[src/rtl/rfft_ix_pkg.sv]
package rfft_ix_pkg;

  // Per-PE ordering selected for one computation cycle
  typedef enum logic [2:0] {
    MODE_IO    = 3'd0,
    MODE_FIRST = 3'd1,
    MODE_MIDA  = 3'd2,
    MODE_MIDB  = 3'd3,
    MODE_PAIR  = 3'd4,
    MODE_LAST  = 3'd5
  } ix_mode_t;

  localparam int unsigned SLOTS_PER_PE = 8;
  localparam int unsigned LOGW         = 6;

endpackage

[src/rtl/rfft_ix_mode.sv]
module rfft_ix_mode
  import rfft_ix_pkg::*;
#(
  parameter int unsigned N_LOG2 = 7,
  parameter int unsigned SW     = 4,
  localparam int unsigned CW    = N_LOG2 - 3
) (
  input  logic [SW-1:0]   stage,
  input  logic [CW-1:0]   cnt,
  output ix_mode_t        mode,
  output logic [LOGW-1:0] wlog,
  output logic [CW-1:0]   kres
);

  logic [31:0] low_mask;
  logic        type_one;

  // type I when the low (s-2) bits of C are clear
  always_comb begin
    low_mask = (32'd1 << (32'(stage) - 32'd2)) - 32'd1;
    type_one = ((32'(cnt) & low_mask) == 32'd0);
  end

  always_comb begin
    if (32'(stage) == 32'd1)
      mode = MODE_FIRST;
    else if (32'(stage) >= 32'd2 && 32'(stage) <= N_LOG2 - 2)
      mode = type_one ? MODE_MIDA : MODE_MIDB;
    else if (32'(stage) == N_LOG2 - 1)
      mode = MODE_PAIR;
    else if (32'(stage) == N_LOG2)
      mode = MODE_LAST;
    else
      mode = MODE_IO;
  end

  // floor(log2 C) and the residue below the leading one
  always_comb begin
    wlog = '0;
    for (int j = 0; j < CW; j++)
      if (cnt[j]) wlog = LOGW'(j);
    kres = cnt & ~(CW'(1) << wlog);
  end

endmodule

[src/rtl/rfft_ix_slot.sv]
module rfft_ix_slot
  import rfft_ix_pkg::*;
#(
  parameter int unsigned N_LOG2 = 7,
  parameter int unsigned SLOT   = 0,
  localparam int unsigned CW    = N_LOG2 - 3
) (
  input  ix_mode_t          mode,
  input  logic [CW-1:0]     cnt,
  input  logic [LOGW-1:0]   wlog,
  input  logic [CW-1:0]     kres,
  output logic [N_LOG2-1:0] ld_idx,
  output logic [N_LOG2-1:0] st_idx
);

  localparam int unsigned A0 = SLOT % 2;
  localparam int unsigned A1 = (SLOT / 2) % 2;
  localparam int unsigned A2 = (SLOT / 4) % 2;
  localparam logic B0 = 1'(A0);
  localparam logic B1 = 1'(A1);
  localparam logic B2 = 1'(A2);

  logic [31:0] two_q, p2, p3, ld_pair, st_pair;

  // symmetric pairing terms of the second-to-last stage
  always_comb begin
    two_q = 32'(kres) << 1;
    p2    = 32'd1 << (32'(wlog) + 32'd2);
    p3    = 32'd1 << (32'(wlog) + 32'd3);
    if (B0)
      ld_pair = B2 ? (p3 - 32'd1 - (32'd1 - A1) - two_q) : (p2 + A1 + two_q);
    else
      ld_pair = B2 ? (p2 - 32'd1 - (32'd1 - A1) - two_q) : (A1 + two_q);
    if (B1)
      st_pair = B2 ? (p2 + A0 + two_q) : (p3 - 32'd1 - (32'd1 - A0) - two_q);
    else
      st_pair = B2 ? (p2 - 32'd1 - (32'd1 - A0) - two_q) : (A0 + two_q);
    ld_pair = ld_pair + p3;
    st_pair = st_pair + p3;
  end

  always_comb begin
    case (mode)
      MODE_FIRST: begin
        ld_idx = {B0, B1, cnt, B2};
        st_idx = {B1, cnt, B2, B0};
      end
      MODE_MIDA: begin
        ld_idx = {cnt[CW-1], B1, cnt[CW-2:0], B2, B0};
        st_idx = {cnt, B1, B2, B0};
      end
      MODE_MIDB: begin
        ld_idx = {cnt[CW-1], B0, cnt[CW-2:0], B2, B1};
        st_idx = {cnt, B2, B1, B0};
      end
      MODE_PAIR: begin
        if (cnt == '0) begin
          ld_idx = B2 ? {cnt, B2, B0, B1} : {cnt, B2, B1, B0};
          st_idx = {cnt, B2, B1, B0};
        end else begin
          ld_idx = N_LOG2'(ld_pair);
          st_idx = N_LOG2'(st_pair);
        end
      end
      default: begin
        ld_idx = {cnt, B2, B1, B0};
        st_idx = {cnt, B2, B1, B0};
      end
    endcase
  end

endmodule

[src/rtl/rfft_ix_gen.sv]
module rfft_ix_gen
  import rfft_ix_pkg::*;
#(
  parameter int unsigned N_LOG2 = 7,
  parameter int unsigned P_LOG2 = 1,
  localparam int unsigned CW    = N_LOG2 - 3,
  localparam int unsigned CYW   = CW - P_LOG2,
  localparam int unsigned PES   = 1 << P_LOG2,
  localparam int unsigned LANES = SLOTS_PER_PE * PES,
  localparam int unsigned SW    = $clog2(N_LOG2 + 2),
  localparam int unsigned BW    = LANES * N_LOG2
) (
  input  logic           clk,
  input  logic           rst,
  input  logic [CYW-1:0] cyc_i,
  input  logic [SW-1:0]  stage_i,
  output logic [BW-1:0]  ld_idx_o,
  output logic [BW-1:0]  st_idx_o
);

  logic [BW-1:0] ld_next, st_next;

  for (genvar pe = 0; pe < PES; pe++) begin : g_pe
    logic [CW-1:0]   cval;
    ix_mode_t        mode;
    logic [LOGW-1:0] wlog;
    logic [CW-1:0]   kres;

    assign cval = (CW'(cyc_i) << P_LOG2) | CW'(pe);

    rfft_ix_mode #(.N_LOG2(N_LOG2), .SW(SW)) i_mode (
      .stage (stage_i),
      .cnt   (cval),
      .mode  (mode),
      .wlog  (wlog),
      .kres  (kres)
    );

    for (genvar sl = 0; sl < SLOTS_PER_PE; sl++) begin : g_slot
      localparam int unsigned LANE = pe * SLOTS_PER_PE + sl;
      rfft_ix_slot #(.N_LOG2(N_LOG2), .SLOT(sl)) i_slot (
        .mode   (mode),
        .cnt    (cval),
        .wlog   (wlog),
        .kres   (kres),
        .ld_idx (ld_next[LANE*N_LOG2 +: N_LOG2]),
        .st_idx (st_next[LANE*N_LOG2 +: N_LOG2])
      );
    end
  end

  always_ff @(posedge clk) begin
    if (rst) begin
      ld_idx_o <= '0;
      st_idx_o <= '0;
    end else begin
      ld_idx_o <= ld_next;
      st_idx_o <= st_next;
    end
  end

  // reset clears both buses
  p_reset_clear_r1: assert property (@(posedge clk)
    rst |=> (ld_idx_o == '0 && st_idx_o == '0));

  // last stage mirrors load into store
  p_last_mirror_r10: assert property (@(posedge clk) disable iff (rst)
    (!$past(rst) && 32'($past(stage_i)) == N_LOG2) |-> (st_idx_o == ld_idx_o));

  // stage-1 load of lane 0 carries the counter of the previous cycle
  p_first_count_r3: assert property (@(posedge clk) disable iff (rst)
    (!$past(rst) && 32'($past(stage_i)) == 32'd1)
      |-> (ld_idx_o[N_LOG2-3:1] == (CW'($past(cyc_i)) << P_LOG2)));

  // type I at stage 2 stores PE 0 slot 0 at {C,000}
  p_mid_store_r6: assert property (@(posedge clk) disable iff (rst)
    (!$past(rst) && 32'($past(stage_i)) == 32'd2)
      |-> (st_idx_o[N_LOG2-1:0] == {CW'($past(cyc_i)) << P_LOG2, 3'b000}));

  // zero counter in the pairing stage swaps the low slots of i2 lanes
  p_pair_zero_r8: assert property (@(posedge clk) disable iff (rst)
    (!$past(rst) && 32'($past(stage_i)) == N_LOG2 - 1 && $past(cyc_i) == '0)
      |-> (ld_idx_o[5*N_LOG2 +: N_LOG2] == N_LOG2'(6) &&
           st_idx_o[5*N_LOG2 +: N_LOG2] == N_LOG2'(5)));

endmodule

[config.mk]
export PLATFORM = sky130hd
export DESIGN_NAME = rfft_ix_gen
export DESIGN_NICKNAME = d
export VERILOG_FILES = /design/src/rtl/rfft_ix_pkg.sv /design/src/rtl/rfft_ix_mode.sv /design/src/rtl/rfft_ix_slot.sv /design/src/rtl/rfft_ix_gen.sv
export SDC_FILE = /design/constraint.sdc
export NUM_CORES = 1
export LEC_CHECK = 0
export CAP_MARGIN = 20
export CORE_MARGIN = 2
export CORE_UTILIZATION = 40
export DETAILED_ROUTE_END_ITERATION = 6
export PLACE_DENSITY = 0.71
export SETUP_SLACK_MARGIN = 0.5
export SLEW_MARGIN = 10
export SYNTH_ARGS = -nofsm -noshare
export SYNTH_HDL_FRONTEND = slang
export SYNTH_SLANG_ARGS = --single-unit
export TNS_END_PERCENT = 30
[constraint.sdc]
create_clock -name clk -period 5.3 [get_ports clk]
set_input_delay 1.06 -clock clk [delete_from_list [all_inputs] [get_ports clk]]
set_output_delay 1.06 -clock clk [all_outputs]
set_load 0.01 [all_outputs]
# == Yosys cells after proc, flatten, opt, wreduce, memory -nomap -nowiden ==
# Index checks and enable logic that the tools add are counted.
# classes
n_reduce_logical,7
add_sub_neg,39
mux,69
eq_ne,11
n_div,0
magnitude_cmp,2
mul,0
n_shift,4
n_bitwise,5
# op_table
cell,count
case mux 7 bit (3 select lines),16
case mux 7 bit (4 select lines),8
2-to-1 mux 7 bit,26
case mux 7 bit (2 select lines),8
adder 7 bit,14
AND 4 x 32 -> 32 bit,2
logical NOT 32 bit,2
subtractor 7 x 5 -> 7 bit,8
left shift 1 x 32 -> 32 bit (first input constant),1
subtractor 32 x 1 -> 32 bit (second input constant),1
adder 7 x 5 -> 7 bit,4
subtractor 7 x 1 -> 7 bit (second input constant),4
2-to-1 mux 3 bit,6
adder 5 x 7 -> 7 bit,2
adder 1 x 5 -> 6 bit (first input constant),2
equality test 3 x 2 -> 1 bit (second input constant),4
AND 4 bit,2
equality test 4 x 3 -> 1 bit (second input constant),2
logical NOT 4 bit,2
adder 6 x 2 -> 7 bit (second input constant),1
adder 7 x 1 -> 7 bit (second input constant),1
left shift 1 x 3 -> 7 bit (first input constant),1
left shift 1 x 7 -> 7 bit (first input constant),1
equality test 3 x 1 -> 1 bit (second input constant),2
12 further kinds,17
# totals
ff_bits,224
latchBits,0
n_memories,0
ram_bits,0
rom_bits,0
in_bits,9
wordCells,139

# == Depth between registers and ports, before layout ==
# depth
word_depth,11
depth_mapped,17
mapped_depth_nobuf,15

# == Modules after synthesis ==
# From an unflattened synthesis, not the netlist that was laid out.
# hier_totals
cells_unflattened,3037
hier_area_um2,24322.1
# modules_own_cells
mod,n_inst,area_per_inst_um2,cells_each,seq_area_each_um2
rfft_ix_gen,1,6550.0,475,4484.3
rfft_ix_slot at g_pe[0].g_slot[1].i_slot ...,2,1148.6,163,0.0
rfft_ix_slot at g_pe[0].g_slot[7].i_slot ...,2,1131.1,161,0.0
rfft_ix_slot at g_pe[0].g_slot[2].i_slot ...,2,925.9,136,0.0
rfft_ix_slot at g_pe[0].g_slot[3].i_slot,1,1370.1,200,0.0
rfft_ix_slot at g_pe[1].g_slot[6].i_slot,1,1328.8,180,0.0
rfft_ix_slot at g_pe[0].g_slot[6].i_slot,1,1306.3,180,0.0
rfft_ix_slot at g_pe[0].g_slot[5].i_slot,1,1214.9,175,0.0
rfft_ix_slot at g_pe[1].g_slot[3].i_slot,1,1211.2,171,0.0
rfft_ix_slot at g_pe[1].g_slot[5].i_slot,1,1191.1,171,0.0
rfft_ix_slot at g_pe[0].g_slot[0].i_slot ...,2,593.1,95,0.0
rfft_ix_slot at g_pe[1].g_slot[4].i_slot,1,987.2,146,0.0
rfft_ix_slot at g_pe[0].g_slot[4].i_slot,1,982.2,141,0.0
rfft_ix_mode,2,291.5,44,0.0

# == Worst setup path before layout ==
# Ideal clock, no wire load.
# synth_path
kind,input port to flip-flop
start,input port cyc_i[2]
end,register ld_idx_o[83]
slack_ns,0.846
setup_time_ns,0.137
required_ns,5.163
arrival_time_ns,4.317
path_stages,17
cell_sequence,buf_4 or2_1 buf_6 inv_2 ha_1 clkbuf_1 nand2_1 inv_1 ha_1 a21o_1 ha_1 and3b_1 o21ai_0 a21boi_0 o21ai_0 xor2_1 a211oi_1
# synth_via
elab_chain_cells,8
elab_cells_between_ends,24
classes_between,add/sub (5); eq/ne (4); shift (3); mux (6); bitwise (3); reduce/logical (3)
# synth_rtl
element,line,rtl
"start, declared",rfft_ix_gen.sv:15,"input logic [CYW-1:0] cyc_i,"
2-to-1 mux 2 bit / AND 4 x 32 -> 32 bit (equally long branches),"rfft_ix_mode.sv:41, rfft_ix_mode.sv:21",
adder 6 x 2 -> 7 bit (tied with other cells),rfft_ix_slot.sv:28,p2 = 32'd1 << (32'(wlog) + 32'd2);
left shift 1 x 7 -> 7 bit (tied with other cells),rfft_ix_slot.sv:28,
adder 7 x 1 -> 7 bit (tied with other cells),-,
adder 7 x 5 -> 7 bit / 2-to-1 mux 3 bit (equally long branches),-,
adder 7 bit / equality test 3 x 2 -> 1 bit (equally long branches),"rfft_ix_slot.sv:38, rfft_ix_slot.sv:43",
2-to-1 mux 7 bit / OR reduction 2 bit (equally long branches),-,
case mux 7 bit (3 select lines) *,rfft_ix_slot.sv:43,case (mode)
"end signal, assigned",rfft_ix_gen.sv:57,ld_idx_o <= ld_next;
"end, declared",rfft_ix_gen.sv:17,"output logic [BW-1:0] ld_idx_o,"
# Mark *: on every way between the ends. The rest lies on a longest branch, timed or not.
# A chain may end at the register's enable or synchronous reset.

# == Final worst setup path ==
# layout_path
start,input port cyc_i[2]
end,register st_idx_o[104]
# layout_via
elab_chain_cells,8
elab_cells_between_ends,20
classes_between,add/sub (4); eq/ne (2); shift (3); mux (6); bitwise (3); reduce/logical (2)
# layout_rtl
element,line,rtl
"parallel branches: the longest is 7 deep, another holds adder 6 x 2 -> 7 bit",-,
case mux 7 bit (2 select lines) *,rfft_ix_slot.sv:43,
"end signal, assigned",rfft_ix_gen.sv:58,st_idx_o <= st_next;
"end, declared",rfft_ix_gen.sv:18,output logic [BW-1:0] st_idx_o
# Mark *: on every way between the ends.

==> metrics.md <==
| Metric | Value |
|---|---|
| Total GRT Usage | `23.7%` |
| Row Count | `51` |
| Drt total wl | `25600 um` |
| Post-synth top cells | `194 x dfxtp_1, 122 x a21oi_1, 73 x nand2_1, 61 x nor2_1, 45 x ha_1` |
| Post-synth EDFFs | `0` |
| Critical path class | `in -> reg` |
| Die Height | `146 um` |
| WP data arrival | `4.84 ns` |
| Hold-fix buffers, CTS | `0` |
| First-pass GRT wire length | `39300 um` |
| Via count | `6779` |
| CTS tree | `yes` |
| Peak VDD IR | `0.194 mV` |
| P_leak | `4.49 nW` |
| Die width | `146 um` |
| Total gr overflow | `0` |
| Clock power share | `36.2%` |
| Top-count cell post-synth | `dfxtp_1` |
| Number of diodes | `0` |
| Final setup viols | `0` |
| Mapped cell area | `8070 sq um` |
| Reg clk slew, reported paths | `0.07 ns` |
| Leading area contributor after synthesis | `dfxtp_1` |
| M1 WL | `11000 um` |
| MaxCap Viol Count | `0` |
| Wire length on met3 | `1900 um` |
| Switch Pwr | `972 uW` |
| Largest net degree at the start of global routing | `66` |
| Port Buffer Count | `230` |
| Initial antenna violation count | `0` |
| Sequential fraction of design power | `44.8%` |
| Relative slew slack | `34.2%` |
| Number of nets in the layout | `1113` |
| Worst path slowest cell | `fa_1` |
| Antenna Nets Post-Route | `0` |
| IO Pins | `233` |
| Most used DFF post-synth | `dfxtp_1` |
| Worst-path maximum fanout | `13` |
| Worst-path cell chain | `clkdlybuf4s50_1, or2_4, inv_2, ha_1, nand2_1, fa_1, inv_1, ha_1, a21o_1, a21o_1, mux2i_1, o21ai_0, a31oi_1` |
| Layout Utilization | `56.0%` |
| Die Footprint | `21300 sq um` |
| Synth top area share | `48.1%` |
| Outcome | `complete, no violations` |
| Crit end category | `register` |
| Hold Crit Depth | `2` |
| Mean Syn Cell Area | `9.41 sq um` |
| Met2 routed wirelength | `12300 um` |
| Syn-to-layout area delta | `36.4%` |
| FF+latch count, synth | `194` |
| RSZ-0062 raised after global routing | `false` |
| Synth async-reset ratio | `0%` |
| Vias in the first global route | `6648` |
| Max incr delay on CP | `0.64 ns` |
| CTS Sinks | `194` |
| Warnings, synthesis | `0` |
| Seq/Total Area, Yosys | `48.1%` |
| Power Internal | `2.54 mW` |
| Core area | `19700 sq um` |
| H-tree levels | `4` |
| Max Freq | `0.220 GHz` |
| Routability cong. | `0.931` |
| HPWL Detailed | `18900 um` |
| Placed cells | `1296` |
| Initial core utilization | `41.1%` |
| Share of cells above drive strength 1 | `6.96%` |
| Max-slew violations | `0` |
| Initial DRC count | `504` |
| Hold/Removal Path Class | `in -> reg` |
| Routed length per instance | `19.3 um` |
| TritonCTS buffer count | `17` |
| Fill cells | `1846` |
| Via density | `5.10` |
| Synth Instances | `858` |
| Largest buffer count on any clock path | `2` |
| Req. time, crit path | `5.59 ns` |
| Synth area leaders | `dfxtp_1 48%, a21oi_1 7.6%, ha_1 7.0%` |
| Crit path time final | `4.55 ns` |
| DRT Pass-1 Iters | `5` |
| Yosys cell types | `64` |
| Tightest Pin Transition | `0.984 ns` |
| Remaining DRCs | `0` |
| Clock root buffer | `clkbuf_16` |
| TNS Setup | `0 ns` |
| Post-Layout Cell Count | `1328` |
| Pwr dens | `319 nW/um^2` |
| Final hold violations | `0` |
| Gate power share | `19.0%` |
| Switching Share | `27.7%` |
| Highest Signal Layer | `met4` |
| Type of origin of the critical path | `input pin` |
| Tcrit/Tclk final | `85.9%` |
-- sequential cells by signal, indices dropped and copies added, names as in the netlist --
signal    count
st_idx_o     88
ld_idx_o    106
-- layout make-up --
cell class / count / area (sq um) / share of cell area [%]
Clock inverter: 12 / 124 / 1.13
Tap cell: 265 / 332 / 3.01
Clock buffer: 20 / 457 / 4.15
Timing Repair Buffer: 257 / 2500 / 22.7
Multi-Input combinational cell: 550 / 3590 / 32.7
Inverter: 30 / 113 / 1.02
Sequential cell: 194 / 3880 / 35.3
-- repair_timing --
action	in CTS	in global routing
buffers inserted	0	0
endpoints found under the setup margin	0	2
resized for setup	0	1
-- through the flow --
step / area (sq um) / setup slack [ns] / hold WS (ns) / total power [mW]
2_1_floorplan: 8090 / 0.846 / 1.24 / 1.97
3_3_place_gp: 10400 / 0.392 / 1.59 / 2.27
3_5_place_dp: 10400 / 0.298 / 1.60 / 2.27
4_1_cts: 11000 / 0.730 / 1.15 / 3.53
5_1_grt: 11000 / 0.543 / 1.18 / 3.65
6_report: 11000 / 0.746 / 1.16 / 3.51
-- cells by family (layout without fill, tap and decap cells) --
| kind of cell | after synthesis | count (layout) | share of synthesized area [%] |
|---|---|---|---|
| adders and majority gates | 54 | 54 | 9.21 |
| other | 2 | 6 | 0.0931 |
| AOI/OAI and AO/OA | 231 | 231 | 17.3 |
| and+or+nand+nor | 213 | 213 | 12.5 |
| muxes | 2 | 2 | 0.248 |
| DFF | 194 | 194 | 48.1 |
| xor gates and xnor gates | 44 | 44 | 4.87 |
| buffers and inverters | 118 | 319 | 7.61 |
-- worst paths after layout --
kind	start	end	slack (ns)
max	cyc_i[2]	st_idx_o[104]	0.75
min	rst	st_idx_o[12]	1.16
-- per-layer routing --
metal,vias up,global-route usage [%]
met3,32,5.81
met1,3192,30.7
met2,297,39.7
met4,0,6.26
li1,3258,-
met5,-,0
-- layout by cell type (no fill, tap or decap), drive strengths merged, types with 8 or more instances in the layout --
cell type      synthesis  layout
inv                   29      34
nor2b                  8       8
nor2                  61      61
clkbuf                31      20
fa                     9       9
nand2                 74      74
o21a                   9       9
a21oi                123     123
a31oi                 17      17
dfxtp                194     194
nand2b                 9       9
and3                  15      15
o21ai                 31      31
nor3                  16      16
a21o                  13      13
buf                   57      28
xnor2                 25      25
xor2                  19      19
clkdlybuf4s50          0     229
ha                    45      45
-- worst max-delay path, delay by kind of cell --
| kind | cells | cell delay (ns) |
|---|---|---|
| fa+ha+maj | 3 | 1.28 |
| buf+inv | 3 | 0.98 |
| compound gates | 4 | 0.80 |
| simple gates | 2 | 0.59 |
| mux | 1 | 0.12 |
-- power groups by stage --
stage	sequential, mW	clock [mW]	combinational, mW
6_report	1.57	1.27	0.667
5_1_grt	1.58	1.36	0.718
4_1_cts	1.57	1.29	0.666
3_5_place_dp	1.60	0	0.662
3_3_place_gp	1.60	0	0.661
2_1_floorplan	1.65	0	0.321
Power figures use the tool's default switching activity.
